<file path="config.mk">
export PLATFORM = sky130hd
export DESIGN_NAME = pcstk_top
export DESIGN_NICKNAME = d
export VERILOG_FILES = /design/src/rtl/pcstk_pkg.sv /design/src/rtl/pcstk_sp.sv /design/src/rtl/pcstk_pc.sv /design/src/rtl/pcstk_mem_if.sv /design/src/rtl/pcstk_top.sv
export SDC_FILE = /design/constraint.sdc
export NUM_CORES = 1
export LEC_CHECK = 0
export ABC_AREA = 1
export BUFFER_PORTS_ARGS = -buffer_cell sky130_fd_sc_hd__buf_2
export CORE_MARGIN = 5
export CORE_UTILIZATION = 26
export CTS_CLUSTER_SIZE = 25
export DETAILED_ROUTE_END_ITERATION = 8
export PLACE_DENSITY = 0.54
export SLEW_MARGIN = 15
export SYNTH_ARGS = -nofsm -noshare
export SYNTH_HDL_FRONTEND = slang
export SYNTH_HIERARCHICAL = 1
export SYNTH_SLANG_ARGS = --single-unit
</file>
<file path="constraint.sdc">
create_clock -name clk -period 2 [get_ports clk]
set_clock_uncertainty 0.15 [all_clocks]
set_input_delay 0.1 -clock clk [delete_from_list [all_inputs] [get_ports clk]]
set_output_delay 0.1 -clock clk [all_outputs]
set_load 0.03 [all_outputs]
</file>
<file path="src/rtl/pcstk_pkg.sv">
package pcstk_pkg;

  typedef enum logic [2:0] {
    OP_NONE       = 3'd0,
    OP_CALL_START = 3'd1,
    OP_CALL_END   = 3'd2,
    OP_RET_END    = 3'd3,
    OP_INT_START  = 3'd4,
    OP_JIDX_END   = 3'd5
  } op_e;

  function automatic logic is_push(input op_e op);
    return (op == OP_CALL_START) || (op == OP_CALL_END) || (op == OP_INT_START);
  endfunction

endpackage

</file>
<file path="src/rtl/pcstk_sp.sv">
module pcstk_sp
  import pcstk_pkg::*;
#(
  parameter int SP_W     = 8,
  parameter int SP_RESET = 0
) (
  input  logic            clk,
  input  logic            rst,
  input  logic            step_phase,
  input  op_e             op,
  output logic [SP_W-1:0] sp_q,
  output logic [SP_W-1:0] sp_dec,
  output logic [SP_W-1:0] sp_inc
);

  localparam logic [SP_W-1:0] SP_INIT = SP_W'(SP_RESET);
  localparam logic [SP_W-1:0] ONE     = SP_W'(1);

  assign sp_dec = sp_q - ONE;
  assign sp_inc = sp_q + ONE;

  always_ff @(posedge clk) begin
    if (rst) begin
      sp_q <= SP_INIT;
    end else if (step_phase) begin
      if (is_push(op))          sp_q <= sp_dec;
      else if (op == OP_RET_END) sp_q <= sp_inc;
    end
  end

  // a push step lowers SP by one at the write-half edge
  p_push_dec_r1: assert property (@(posedge clk) disable iff (rst)
    (step_phase && is_push(op)) |=> (sp_q == $past(sp_q) - ONE));

  // return-end raises SP by one
  p_ret_inc_r4: assert property (@(posedge clk) disable iff (rst)
    (step_phase && op == OP_RET_END) |=> (sp_q == $past(sp_q) + ONE));

  // decrement from zero wraps to all ones
  p_sp_wrap_r8: assert property (@(posedge clk) disable iff (rst)
    (step_phase && is_push(op) && sp_q == '0) |=> (sp_q == '1));

  // SP moves only at write-half edges
  p_sp_fetch_hold_r9: assert property (@(posedge clk) disable iff (rst)
    (!step_phase) |=> $stable(sp_q));

endmodule

</file>
<file path="src/rtl/pcstk_pc.sv">
module pcstk_pc
  import pcstk_pkg::*;
#(
  parameter int NIB_W = 4,
  parameter int LANES = 2
) (
  input  logic                   clk,
  input  logic                   rst,
  input  logic                   step_phase,
  input  op_e                    op,
  input  logic                   op_sel,
  input  logic                   pc_inc,
  input  logic [LANES*NIB_W-1:0] imm,
  input  logic [NIB_W-1:0]       a_nib,
  input  logic [NIB_W-1:0]       next_page,
  input  logic [NIB_W-1:0]       rd_nib,
  output logic [NIB_W-1:0]       page_q,
  output logic [LANES*NIB_W-1:0] step_q,
  output logic [LANES*NIB_W-1:0] step_p1
);

  localparam int STEP_W = LANES * NIB_W;

  logic [STEP_W-1:0] step_nxt;
  logic [NIB_W-1:0]  page_nxt;
  logic              fetch_h;
  logic              write_h;

  assign fetch_h = !step_phase;
  assign write_h = step_phase;
  assign step_p1 = step_q + STEP_W'(1);

  for (genvar g = 0; g < LANES; g++) begin : g_lane
    localparam bit IS_LO = (g == 0);
    localparam bit IS_HI = (g == LANES - 1);
    logic [NIB_W-1:0] lane_val;
    always_comb begin
      lane_val = step_q[g*NIB_W +: NIB_W];
      if (fetch_h) begin
        unique case (op)
          OP_CALL_END: lane_val = imm[g*NIB_W +: NIB_W];
          OP_JIDX_END: if (IS_LO) lane_val = a_nib;
          OP_NONE:     if (pc_inc) lane_val = step_p1[g*NIB_W +: NIB_W];
          default:     ;
        endcase
      end else if (write_h && op == OP_RET_END && !op_sel && IS_HI) begin
        lane_val = rd_nib;
      end
    end
    assign step_nxt[g*NIB_W +: NIB_W] = lane_val;
  end

  always_comb begin
    page_nxt = page_q;
    if (fetch_h) begin
      if (op == OP_CALL_END)      page_nxt = op_sel ? next_page : '0;
      else if (op == OP_JIDX_END) page_nxt = next_page;
    end else if (op == OP_RET_END && op_sel) begin
      page_nxt = rd_nib;
    end
  end

  always_ff @(posedge clk) begin
    if (rst) begin
      step_q <= '0;
      page_q <= '0;
    end else begin
      step_q <= step_nxt;
      page_q <= page_nxt;
    end
  end

  // increment never carries into the page
  p_inc_page_hold_r7: assert property (@(posedge clk) disable iff (rst)
    (fetch_h && op == OP_NONE) |=> $stable(page_q));

  // pending increment is ignored while a stack op is held
  p_op_blocks_inc_r7: assert property (@(posedge clk) disable iff (rst)
    (fetch_h && (op == OP_CALL_START || op == OP_INT_START || op == OP_RET_END))
      |=> $stable(step_q));

  // indexed jump leaves the upper step nibble alone
  p_jidx_hi_hold_r6: assert property (@(posedge clk) disable iff (rst)
    (fetch_h && op == OP_JIDX_END)
      |=> (step_q[STEP_W-1 -: NIB_W] == $past(step_q[STEP_W-1 -: NIB_W])));

  // call-end with sel=0 lands on page zero
  p_callend_page0_r3: assert property (@(posedge clk) disable iff (rst)
    (fetch_h && op == OP_CALL_END && !op_sel) |=> (page_q == '0));

endmodule

</file>
<file path="src/rtl/pcstk_mem_if.sv">
module pcstk_mem_if
  import pcstk_pkg::*;
#(
  parameter int NIB_W = 4,
  parameter int SP_W  = 8
) (
  input  logic               clk,
  input  logic               rst,
  input  logic               step_phase,
  input  op_e                op,
  input  logic               op_sel,
  input  logic [SP_W-1:0]    sp_dec,
  input  logic [SP_W-1:0]    sp_inc,
  input  logic [NIB_W-1:0]   page,
  input  logic [2*NIB_W-1:0] step_p1,
  output logic [SP_W-1:0]    mem_addr,
  output logic [NIB_W-1:0]   mem_wdata,
  output logic               mem_we
);

  logic [NIB_W-1:0] push_nib;

  always_comb begin
    unique case (op)
      OP_CALL_START: push_nib = op_sel ? page : step_p1[2*NIB_W-1 -: NIB_W];
      OP_CALL_END:   push_nib = step_p1[NIB_W-1:0];
      default:       push_nib = page;
    endcase
  end

  always_ff @(posedge clk) begin
    if (rst) begin
      mem_addr  <= '0;
      mem_wdata <= '0;
      mem_we    <= 1'b0;
    end else if (!step_phase) begin
      if (is_push(op)) begin
        mem_we    <= 1'b1;
        mem_addr  <= sp_dec;
        mem_wdata <= push_nib;
      end else begin
        mem_we <= 1'b0;
        if (op == OP_RET_END) mem_addr <= sp_inc;
      end
    end else begin
      mem_we <= 1'b0;
    end
  end

  // writes appear only in the write half
  p_we_write_half_r9: assert property (@(posedge clk) disable iff (rst)
    mem_we |-> step_phase);

  // one write per microstep at most
  p_single_write_r9: assert property (@(posedge clk) disable iff (rst)
    mem_we |=> !mem_we);

  // return-end never writes
  p_ret_no_write_r4: assert property (@(posedge clk) disable iff (rst)
    (!step_phase && op == OP_RET_END) |=> !mem_we);

endmodule

</file>
<file path="src/rtl/pcstk_top.sv">
module pcstk_top
  import pcstk_pkg::*;
#(
  parameter int NIB_W    = 4,
  parameter int SP_W     = 8,
  parameter int SP_RESET = 0
) (
  input  logic               clk,
  input  logic               rst,
  input  logic               step_phase,
  input  logic [2:0]         op_code,
  input  logic               op_sel,
  input  logic               pc_inc,
  input  logic [2*NIB_W-1:0] imm8,
  input  logic [NIB_W-1:0]   a_nib,
  input  logic [NIB_W-1:0]   next_page,
  input  logic [NIB_W-1:0]   mem_rdata,
  output logic [SP_W-1:0]    mem_addr,
  output logic [NIB_W-1:0]   mem_wdata,
  output logic               mem_we,
  output logic [NIB_W-1:0]   pc_page,
  output logic [2*NIB_W-1:0] pc_step,
  output logic [SP_W-1:0]    sp,
  output logic               ie_clear
);

  op_e                op;
  logic [SP_W-1:0]    sp_dec;
  logic [SP_W-1:0]    sp_inc;
  logic [2*NIB_W-1:0] step_p1;

  assign op = op_e'(op_code);

  pcstk_sp #(.SP_W(SP_W), .SP_RESET(SP_RESET)) u_sp (
    .clk        (clk),
    .rst        (rst),
    .step_phase (step_phase),
    .op         (op),
    .sp_q       (sp),
    .sp_dec     (sp_dec),
    .sp_inc     (sp_inc)
  );

  pcstk_pc #(.NIB_W(NIB_W), .LANES(2)) u_pc (
    .clk        (clk),
    .rst        (rst),
    .step_phase (step_phase),
    .op         (op),
    .op_sel     (op_sel),
    .pc_inc     (pc_inc),
    .imm        (imm8),
    .a_nib      (a_nib),
    .next_page  (next_page),
    .rd_nib     (mem_rdata),
    .page_q     (pc_page),
    .step_q     (pc_step),
    .step_p1    (step_p1)
  );

  pcstk_mem_if #(.NIB_W(NIB_W), .SP_W(SP_W)) u_mem (
    .clk        (clk),
    .rst        (rst),
    .step_phase (step_phase),
    .op         (op),
    .op_sel     (op_sel),
    .sp_dec     (sp_dec),
    .sp_inc     (sp_inc),
    .page       (pc_page),
    .step_p1    (step_p1),
    .mem_addr   (mem_addr),
    .mem_wdata  (mem_wdata),
    .mem_we     (mem_we)
  );

  always_ff @(posedge clk) begin
    if (rst) ie_clear <= 1'b0;
    else     ie_clear <= step_phase && (op == OP_INT_START);
  end

  // interrupt-enable clear is a single-cycle pulse
  p_ieclr_pulse_r5: assert property (@(posedge clk) disable iff (rst)
    ie_clear |=> !ie_clear);

  // pulse follows an interrupt-start write half
  p_ieclr_cause_r5: assert property (@(posedge clk) disable iff (rst)
    (step_phase && op == OP_INT_START) |=> ie_clear);

endmodule

</file>
After elaboration in Yosys (flattened, before gate mapping)
Cells that the tools add are included.

cells by class
  $add $sub $neg = 3
  equal/unequal tests = 9
  multiplexer cells = 16
  bitwise gates (word level) = 1
  reductions and logical operators = 19

operator list
  kind                   number
  $mux W4                10
  $add A8 B1 Y8 const B  2
  $mux W8                2
  $pmux W4 S2            2
  $pmux W4 S3            1
  $reduce_bool A3 Y1     3
  $reduce_and A2 Y1      4
  $sub A8 B1 Y8 const B  1
  $eq A3 B2 Y1 const B   2
  $eq A3 B3 Y1 const B   2
  $reduce_and A3 Y1      2
  $logic_and A1 B1 Y1    4
  $ne A2 B1 Y1 const B   2
  $eq A3 B1 Y1 const B   1
  $logic_not A3 Y1       1
  $ne A3 B3 Y1 const B   1
  $logic_or A1 B1 Y1     2
  $ne A2 B2 Y1 const B   1
  $reduce_bool A2 Y1     1
  $reduce_or A2 Y1       1
  $logic_not A1 Y1       1
  $mux W1                1
  $not A1 Y1             1

word-level totals
  bits in registers = 34
  input bits = 28
  output and inout bits = 34
  word-level logic and storage cells = 56

Depth between registers and ports, before layout
  word-level depth = 5
  mapped depth = 11
  depth with buffers taken out = 11

By module
Netlist, hierarchy kept.

by module, submodules not included
  module        instances  cells an instance  area each (µm²)  seq. area each (µm²)
  pcstk_pc      1          175                974.7            240.2
  pcstk_mem_if  1          139                880.8            260.2
  pcstk_sp      1          129                782.0            160.2
  pcstk_top     1          7                  43.8             20.0

Least setup slack after synthesis
OpenSTA, ideal clock, no wires.

  path type = register to register
  start point = register u_pc.step_q[1]
  end point = register u_mem.mem_wdata[2]
  setup time = 113 ps
  data arrival time = 1,533 ps
  data required time = 1,737 ps
  path slack = 204 ps
  stages on the path, launching flop included = 11
  buffers on the path = 0
  clock period less this slack = 1,796 ps
  cells stage by stage = dfxtp_1 > ha_1 > nand3_1 > o21ai_0 > nand2_1 > inv_1 > o21ai_0 > nand2_1 > nand3_1 > nor2_1 > nor2_1

on the way
  cells in the longest elaborated chain, start to end = 3

RTL lines
  item                    RTL line            RTL
  start, declared         pcstk_pc.sv:18      output logic [LANES*NIB_W-1:0] step_q,
  start signal, assigned  pcstk_pc.sv:68      step_q <= step_nxt;
  $add A8 B1 Y8           pcstk_pc.sv:31      assign step_p1 = step_q + STEP_W'(1);
  net step_p1[6]          pcstk_top.sv:30     logic [2*NIB_W-1:0] step_p1;
  $mux W4                 pcstk_mem_if.sv:25  OP_CALL_START: push_nib = op_sel ? page : step_p1[2*NIB_W-1 -: NIB_W];
  $pmux W4 S2             pcstk_mem_if.sv:24  unique case (op)
  end signal, assigned    pcstk_mem_if.sv:40  mem_wdata <= push_nib;
  end, declared           pcstk_mem_if.sv:17  output logic [NIB_W-1:0] mem_wdata,

The timed path passes the listed nets, and every way through them passes these cells.
A chain may end at the register's enable or synchronous reset.

Worst setup path after layout
  start point = register u_pc.step_q[0]
  end point = register u_mem.mem_wdata[2]

Same word-level chain as after synthesis.

==> flow_summary.toml <==
[run_status]
status = "complete, no violations"

[cts]
cts_tree = "done"
h-tree-depth = 2
clk_latency_ns = 0.29
clock-sinks = 34
cts_buffers = 5
root_buffer = "clkbuf_8"
clockBufferDepth = 2
post-cts-setup-buffer-count = 0
cts.clk_slew.worst_paths_ns = 0.08

[grt]
grt_pass1_vias = 2639
antenna_found_initial = 0
overflow = 0
grt_pass1_wl_mm = 12.6
grt.met2_usage_pct = 19.5
grt_max_degree = 20
grt_util_all_layers_pct = 12.2
use_met1_pct = 16.6
use_met3_pct = 2.72
busiest_layer = "met2"

[drt]
drtIter0Drc = 115
first_pass_iters = 4
num_vias = 2848
wl_per_cell_um = 11.4
routed_wl_mm = 7.40
via_per_inst = 4.39
drtAntennaViolNets = 0
drc = 0

[logic_synthesis]
syn_area_um2 = 2680
synthFlopType = "dfxtp_1"
ys_types = 29
syn_nets = 481
synth.top_cell.area_share_pct = 25.4
yosys_warnings = 6
synth_top_family_by_area = "simple AND/OR/NAND/NOR gates"
ys_seq_area_share_pct = 25.4
synth_top_area_cell = "dfxtp_1"
avgSynthCellArea_um2 = 5.96
synth_xor_area_share_pct = 1.96
synth_edf_count = 0
muxShareOfSynthArea_pct = 0
async_flop_share_pct = 0
synthSimpleGateAreaFrac_pct = 49.1
synth_compound_area_share_pct = 7.70
synth.ff_latch_count = 34
synthCells = 450
synth_area_leaders = "dfxtp_1 25%, nand2_1 19%, nand3_1 10%"
synthAdderAreaFrac_pct = 1.40

[critical_path]
cp.arrival_ns = 1.76
setup.worst_path.start = "u_pc/step_q[0]"
cp-start-kind = "flip-flop"
r2r_setup_slack_ns = 0.27
critPathCapture = "u_mem/mem_wdata[2]"
r2r-end = "u_mem/mem_wdata[2]"
path_class = "reg -> reg"
cpMaxStageDelayCell = "dfxtp_1"
ff2ff_path_depth = 10
worstPathRequired_ns = 2.03
endpoint_kind = "flip-flop"
cp_max_fo = 5
crit_chain = "ha_1, nand3_1, o21ai_0, nand2_1, inv_1, o21ai_0, nand2_1, nand3_1, nor2_1, nor2_1"
slowest_delay_ns = 0.42
rr_startpoint = "u_pc/step_q[0]"

[placed_design]
gp_congestion = 0.846
dpl.hpwl_mm = 5.88
port_buffers = 61
dpl_cell_area_um2 = 3090

[timing]
rsz0062_at_grt = "false"
max-slew-margin-rel_pct = 74.3
fmax_mhz = 579
min_period_ns = 1.73
hold_viol = 0
maxSlewViolCount = 0
tightest_slew_ns = 0.386
fin_tns_setup_ns = 0
setup_viol = 0
post-route-period-util_pct = 86.3

[power]
leakagePower_nw = 1.75
p_per_area_nw_per_um2 = 620
ir_drop_mv = 0.203

[job]
maxCapViolCount = 0

[die]
floorplan.io_pins = 62
dieArea_um2 = 12400
rows = 37
die_w_um = 112
start_util_pct = 26.3
core_area_um2 = 10200
die_h_um = 112

[final_layout]
final_nets = 543
drive_gt1_share_pct = 23.6
n_fill_cell = 1184
area_growth_pct = 19.4
n_antenna_cell = 0
final_area_um2 = 3200

[worst_hold_path]
hp-class = "in -> reg"
==> routing by layer <==
metal / vias to the layer above / wire length [µm]
met5: - / 0
met4: 0 / 90
met3: 6 / 318
met2: 56 / 3370
met1: 1265 / 3620
li1: 1521 / -
==> critical path, delay by kind of cell, from the launching register on <==
| family | cells | cell delay (ns) |
|---|---|---|
| AND/OR/NAND/NOR | 6 | 0.48 |
| buffers and inverters | 1 | 0.05 |
| adder cells (fa/ha/maj) | 1 | 0.23 |
| flip-flops | 1 | 0.42 |
| AO/OA/AOI/OAI | 2 | 0.29 |
==> logic make-up (layout without fill, tap and decap cells) <==
| kind of cell | Yosys count | in the layout |
|---|---|---|
| xor+xnor | 6 | 6 |
| flops | 34 | 34 |
| simple gates | 278 | 278 |
| fa+ha+maj | 3 | 3 |
| compound gates | 38 | 38 |
| buf+inv | 91 | 154 |
==> synthesized netlist by cell type, types with 4 or more instances <==
| library cell | count |
|---|---|
| inv_2 | 13 |
| nand2_2 | 5 |
| nor2_1 | 39 |
| inv_1 | 66 |
| nand2_1 | 137 |
| dfxtp_1 | 34 |
| o21ai_0 | 10 |
| nor2_2 | 13 |
| nand3_1 | 55 |
| o21ai_1 | 4 |
| nand3_2 | 10 |
| nand4_1 | 8 |
| a21oi_1 | 21 |
| buf_6 | 4 |
| xor2_1 | 6 |
==> report_power, final <==
group	leakage, nW	internal [mW]	switching (mW)
clock network	0.0482	0.278	0.263
logic	1.42	0.215	0.440
registers	0.280	0.730	0.0568
==> registers in the layout, summed over array words and instances (netlist names) <==
signal and flops:
ie_clear 1, u_mem/mem_addr 8, u_mem/mem_wdata 4, u_mem/mem_we 1, u_pc/page_q 4, u_pc/step_q 8
u_sp/sp_q 8
==> layout make-up <==
type | instances | area, µm² | area share (%)
Timing Repair Buffer | 64 | 333 | 10.4
Clock buffer | 7 | 86.3 | 2.70
Clock inverter | 1 | 5.00 | 0.156
Sequential cell | 34 | 681 | 21.3
Tap cell | 136 | 170 | 5.32
Multi-Input combinational cell | 325 | 1610 | 50.4
Inverter | 82 | 313 | 9.77
==> worst min path at each step <==
stage / start / endpoint / slack [ns] / cells past startpoint
final: mem_rdata[2] / u_pc/page_q[2] / 0.008 / 5
after global routing: mem_rdata[2] / u_pc/page_q[2] / 0.02 / 5
after CTS: mem_rdata[2] / u_pc/page_q[2] / 0.0005 / 5
after detailed placement: a_nib[1] / u_pc/step_q[1] / 0.29 / 5
after global placement: a_nib[1] / u_pc/step_q[1] / 0.29 / 5
after floorplan: step_phase / ie_clear / 0.09 / 2
==> metrics by stage <==
stage               util (%)  instances  worst slack [ns]  power [mW]  hold WS (ns)
floorplan                  -        450             0.204        1.28        0.0884
global placement        30.3        639             0.324        1.45         0.294
detailed placement      30.3        639             0.301        1.46         0.293
CTS                     31.4        649             0.278        2.03      0.000519
global route            31.4        649            0.0306        2.14        0.0235
finish                  31.4        649             0.273        1.98       0.00781
==> timing repair <==
item	CTS	global route
hold buffers	2	0
setup endpoints to repair	0	0
hold endpoints to repair	2	0
resized for setup	0	0
==> cells in the final DEF (no fill, tap or decap), drive strengths merged <==
cell           n
nand4          8
inv           80
nand2        145
nor2          54
nand3         67
o21ai         15
clkbuf         7
clkinv         3
buf           62
dfxtp         34
o21bai         1
nand3b         1
dlygate4sd3    2
xor2           6
ha             3
a21oi         21
and2           3
o211ai         1
Note: power is estimated with default switching activity, not from simulation.
